$ cat config.mk
export PLATFORM = sky130hd
export DESIGN_NAME = reg_bus_xcvr
export DESIGN_NICKNAME = d
export VERILOG_FILES = /design/src/rtl/xcvr_pkg.sv /design/src/rtl/xcvr_rst_sync.sv /design/src/rtl/xcvr_lane.sv /design/src/rtl/reg_bus_xcvr.sv
export SDC_FILE = /design/constraint.sdc
export NUM_CORES = 1
export LEC_CHECK = 0
export BUFFER_PORTS_ARGS = -buffer_cell sky130_fd_sc_hd__buf_2
export CORE_AREA = 8 8 55 57
export CTS_CLUSTER_SIZE = 16
export DETAILED_ROUTE_END_ITERATION = 16
export DIE_AREA = 0 0 63 65
export GPL_TIMING_DRIVEN = 0
export PLACE_DENSITY = 0.89
export SYNTH_ARGS = -nofsm -noshare
export SYNTH_HDL_FRONTEND = slang
export SYNTH_SLANG_ARGS = --single-unit
$ cat constraint.sdc
create_clock -name clk -period 2.45 [get_ports clk]
set_clock_uncertainty 0.15 [all_clocks]
set_input_delay 0.49 -clock clk [delete_from_list [all_inputs] [get_ports clk]]
set_output_delay 0.49 -clock clk [all_outputs]
set_load 0.01 [all_outputs]
$ cat src/rtl/xcvr_pkg.sv
package xcvr_pkg;
  typedef enum logic {
    SRC_LIVE   = 1'b0,
    SRC_STORED = 1'b1
  } xcvr_src_e;
endpackage

$ cat src/rtl/xcvr_rst_sync.sv
module xcvr_rst_sync #(
  parameter int STAGES = 2
) (
  input  logic clk,
  input  logic rst_n_i,
  output logic rst_n_o
);
  logic [STAGES-1:0] chain_q;
  logic [STAGES-1:0] chain_d;

  always_comb begin
    chain_d = {chain_q[STAGES-2:0], 1'b1};
  end

  always_ff @(posedge clk or negedge rst_n_i) begin
    if (!rst_n_i) begin
      chain_q <= '0;
    end else begin
      chain_q <= chain_d;
    end
  end

  assign rst_n_o = chain_q[STAGES-1];
endmodule

$ cat src/rtl/xcvr_lane.sv
module xcvr_lane
  import xcvr_pkg::*;
#(
  parameter int WIDTH  = 8,
  parameter bit INVERT = 1'b0
) (
  input  logic             clk,
  input  logic             rst_n,
  input  logic             cap_i,
  input  logic             sel_i,
  input  logic [WIDTH-1:0] data_i,
  output logic [WIDTH-1:0] store_o,
  output logic [WIDTH-1:0] out_o
);
  logic [WIDTH-1:0] store_q, store_d;
  xcvr_src_e        src_q, src_d;
  logic [WIDTH-1:0] picked;

  // next state: load on capture, otherwise hold; select sampled every edge
  always_comb begin
    store_d = store_q;
    if (cap_i) begin
      store_d = data_i;
    end
    src_d = sel_i ? SRC_STORED : SRC_LIVE;
  end

  always_ff @(posedge clk or negedge rst_n) begin
    if (!rst_n) begin
      store_q <= '0;
      src_q   <= SRC_LIVE;
    end else begin
      store_q <= store_d;
      src_q   <= src_d;
    end
  end

  // the mux only switches at an edge, between two settled sources
  always_comb begin
    picked = (src_q == SRC_STORED) ? store_q : data_i;
  end

  generate
    if (INVERT) begin : g_inv
      assign out_o = ~picked;
    end else begin : g_true
      assign out_o = picked;
    end
  endgenerate

  assign store_o = store_q;
endmodule

$ cat src/rtl/reg_bus_xcvr.sv
module reg_bus_xcvr #(
  parameter int WIDTH       = 8,
  parameter bit INVERT      = 1'b0,
  parameter int SYNC_STAGES = 2
) (
  input  logic             clk,
  input  logic             rst_n,
  input  logic [WIDTH-1:0] a_i,
  output logic [WIDTH-1:0] a_o,
  output logic             a_oe_o,
  input  logic [WIDTH-1:0] b_i,
  output logic [WIDTH-1:0] b_o,
  output logic             b_oe_o,
  input  logic             oe_ab_i,
  input  logic             oe_ba_n_i,
  input  logic             sel_ab_i,
  input  logic             sel_ba_i,
  input  logic             cap_ab_i,
  input  logic             cap_ba_i
);
  logic             rst_sync_n;
  logic [WIDTH-1:0] store_ab;
  logic [WIDTH-1:0] store_ba;

  xcvr_rst_sync #(.STAGES(SYNC_STAGES)) u_rst (
    .clk     (clk),
    .rst_n_i (rst_n),
    .rst_n_o (rst_sync_n)
  );

  // A to B direction: loads bus A, drives bus B
  xcvr_lane #(.WIDTH(WIDTH), .INVERT(INVERT)) u_lane_ab (
    .clk     (clk),
    .rst_n   (rst_sync_n),
    .cap_i   (cap_ab_i),
    .sel_i   (sel_ab_i),
    .data_i  (a_i),
    .store_o (store_ab),
    .out_o   (b_o)
  );

  // B to A direction: loads bus B, drives bus A
  xcvr_lane #(.WIDTH(WIDTH), .INVERT(INVERT)) u_lane_ba (
    .clk     (clk),
    .rst_n   (rst_sync_n),
    .cap_i   (cap_ba_i),
    .sel_i   (sel_ba_i),
    .data_i  (b_i),
    .store_o (store_ba),
    .out_o   (a_o)
  );

  // enables are gated off for as long as the synchronized reset is held
  assign b_oe_o = rst_sync_n & oe_ab_i;
  assign a_oe_o = rst_sync_n & ~oe_ba_n_i;
endmodule

==> results.md <==
* Outcome: finished clean
* Vias in the first global route at 720
* Endpoints failing setup at 0
* Mapped Nets at between 80 and 90
* Starting DRC count in detailed routing at 14
* Hold path depth at 1
* Tot GR Track Use at 0.103
* Global route total overflow at 0
* Pwr dens at 570 nW/µm²
* Dpl cells at 126
* Worst r2r path cells at 0
* Postcts setup bufs at 0
* First-pass GRT wire length at 3.32 mm
* Critical Path Max Stage Delay at between 0.8 and 0.9 ns
* Post-cts sizing count at 0
* FP Rows at 17
* IO buf count at 39
* FF-to-FF End: u_lane_ba.store_o[4]
* Leakage at 0.709 nW
* Initial antenna violation count at 0
* Hold slack at around 0.13 ns
* RSZ-0062 raised after global routing: false
* Final critical-path share of the clock period at 0.869
* Routed vias/inst at 4.76
* VDD IR max at 0.000354 V
* Count of mapped cells out of synthesis at 59
* CTS tree: done
* Slew headroom at 0.501
* Area of the core at 2150 µm²
* Worst setup EP type: output port
* Initial core utilization at 0.485
* Most common cell after layout, fill and taps aside: buf_2
* Most frequent cells in the layout: buf_2 (39), mux2_4 (32), dfrtp_1 (20)
* Hold Path End: u_lane_ab.src_q
* Seq/Total Area, Yosys at 0.480
* Placed Area at 1270 µm²
* Layout cells sized above 1 at 0.767
* Layout Nets at 128
* WL/cell at 15.4 µm
* Syn_area_per_cell at 17.7 µm²
* Crit Path Class: flop to output port
* Arr. time, crit path at about 1.5 ns
* F_max at 0.470 GHz
* Design area at 1320 µm²
* Clock Sinks at 20
* Routability Congestion at 0.690
* Post-layout util at 0.614
* Non-Filler Instances at 131
* Flop-to-flop setup slack at 1.51 ns
* DRT Pass-1 Iters at 3
* Final Max Slew Viols at 0
* Hold_sp: sel_ab_i
* Ys Warns at 0
* Yosys cell types at 6
* Critical Path Fanout Max at 20
* Routed Wire Length at between 2 and 2.5 mm
* Antenna-violating nets left at 0
* Hold_buf cts at 1
* Number of diodes at 0
* Fillcell total at 180
* Critical Path Start Type: flop
* IO Count at 42
* Max-Cap Viols at 0
* Hold crit path type: input pin to flop
* Setup TNS Final at 0 ns
* Worst skew pair latency at 0.30 ns
* Die height at 65 µm
* Clock transition at path regs at 0.11 ns
* Htree depth at 1
* Synth Cell Area at 1040 µm²
* Final hold violation count at 0
* #FFs+latches synth at 20
* Reg2Reg Launch Point: u_rst.chain_q[1]
* Die width at ~63 µm
* Root buffer cell: clkbuf_4
* CTS Buffer Depth at 2
* CP required at 1.81 ns
* CTS Buf Count at 3
* Drt drc at 0
* Maximum number of pins on one net before global-route repair at 21
* CP max stage cell: dfrtp_1
* Measured slew at the worst slew-check pin at 0.748 ns
* Crit path cell chain: and2_1 > buf_2
* Final HPWL DP at 1.59 mm
* Via count at about 620
* Period minus WS final at 2.13 ns
* Die area at 4100 µm²
* Synth-to-layout area growth at 26.5%
-- worst max-delay path by stage --
stage / endpoint / startpoint / depth (start not counted) / slack (ns)
floorplan: a_oe_o / u_rst.chain_q[1] / 1 / 0.82
global placement: b_oe_o / u_rst.chain_q[1] / 2 / 0.63
detailed placement: a_oe_o / u_rst.chain_q[1] / 2 / 0.62
CTS: a_oe_o / u_rst.chain_q[1] / 2 / 0.27
global route: a_oe_o / u_rst.chain_q[1] / 2 / 0.14
finish: b_oe_o / u_rst.chain_q[1] / 2 / 0.32
-- Yosys cell counts --
| cell type | number | area [µm²] |
|---|---|---|
| dfrtp_1 | 20 | 500 |
| buf_6 | 4 | 45.0 |
| conb_1 | 1 | 3.75 |
| and2_1 | 1 | 6.26 |
| nor2b_1 | 1 | 6.26 |
| mux2_4 | 32 | 480 |
-- routing by layer --
metal,vias up,wire length [µm],track usage
met1,307,795,0.102
met2,19,1080,0.188
li1,294,-,-
met4,0,47,0.0598
met3,4,96,0.0292
met5,-,0,0
-- cell families after synthesis --
kind of cell / count (synthesis) / synth area share
mux: 32 / 0.461
flops: 20 / 0.480
buf+inv: 4 / 0.0432
simple gates: 2 / 0.0120
other cells: 1 / 0.00360
-- state kept, by name, summed over array words and instances (netlist names) --
signal / count
u_lane_ba.store_o: 8
u_rst.chain_q: 2
u_lane_ab.src_q: 1
u_lane_ab.store_o: 8
u_lane_ba.src_q: 1
-- report_power, final --
group	leakage [nW]	switching [W]	internal [W]	total, W
logic	0.455	0.0000617	0.000117	0.000178
registers	0.234	0.0000222	0.000360	0.000382
clock network	0.0210	0.000101	0.0000907	0.000191
-- stage by stage --
step | power (W) | setup slack (ns)
after global placement | 0.000561 | 0.628
final | 0.000752 | 0.321
after floorplan | 0.000506 | 0.822
after global routing | 0.000789 | 0.137
after detailed placement | 0.000568 | 0.616
after CTS | 0.000759 | 0.273
-- critical path, delay by kind of cell, from the launching register on --
family,cells,cell delay [ns]
flops,1,0.85
simple gates,1,0.21
buf+inv,1,0.12
-- layout make-up --
| type | count | area [µm²] | area share |
|---|---|---|---|
| tap | 28 | 35.0 | 0.0266 |
| clock buffer | 4 | 36.3 | 0.0275 |
| buffer | 4 | 45.0 | 0.0342 |
| multi-input combinational | 35 | 497 | 0.377 |
| sequential | 20 | 500 | 0.380 |
| timing repair buffer | 40 | 205 | 0.156 |
Power figures use the tool's default switching activity.
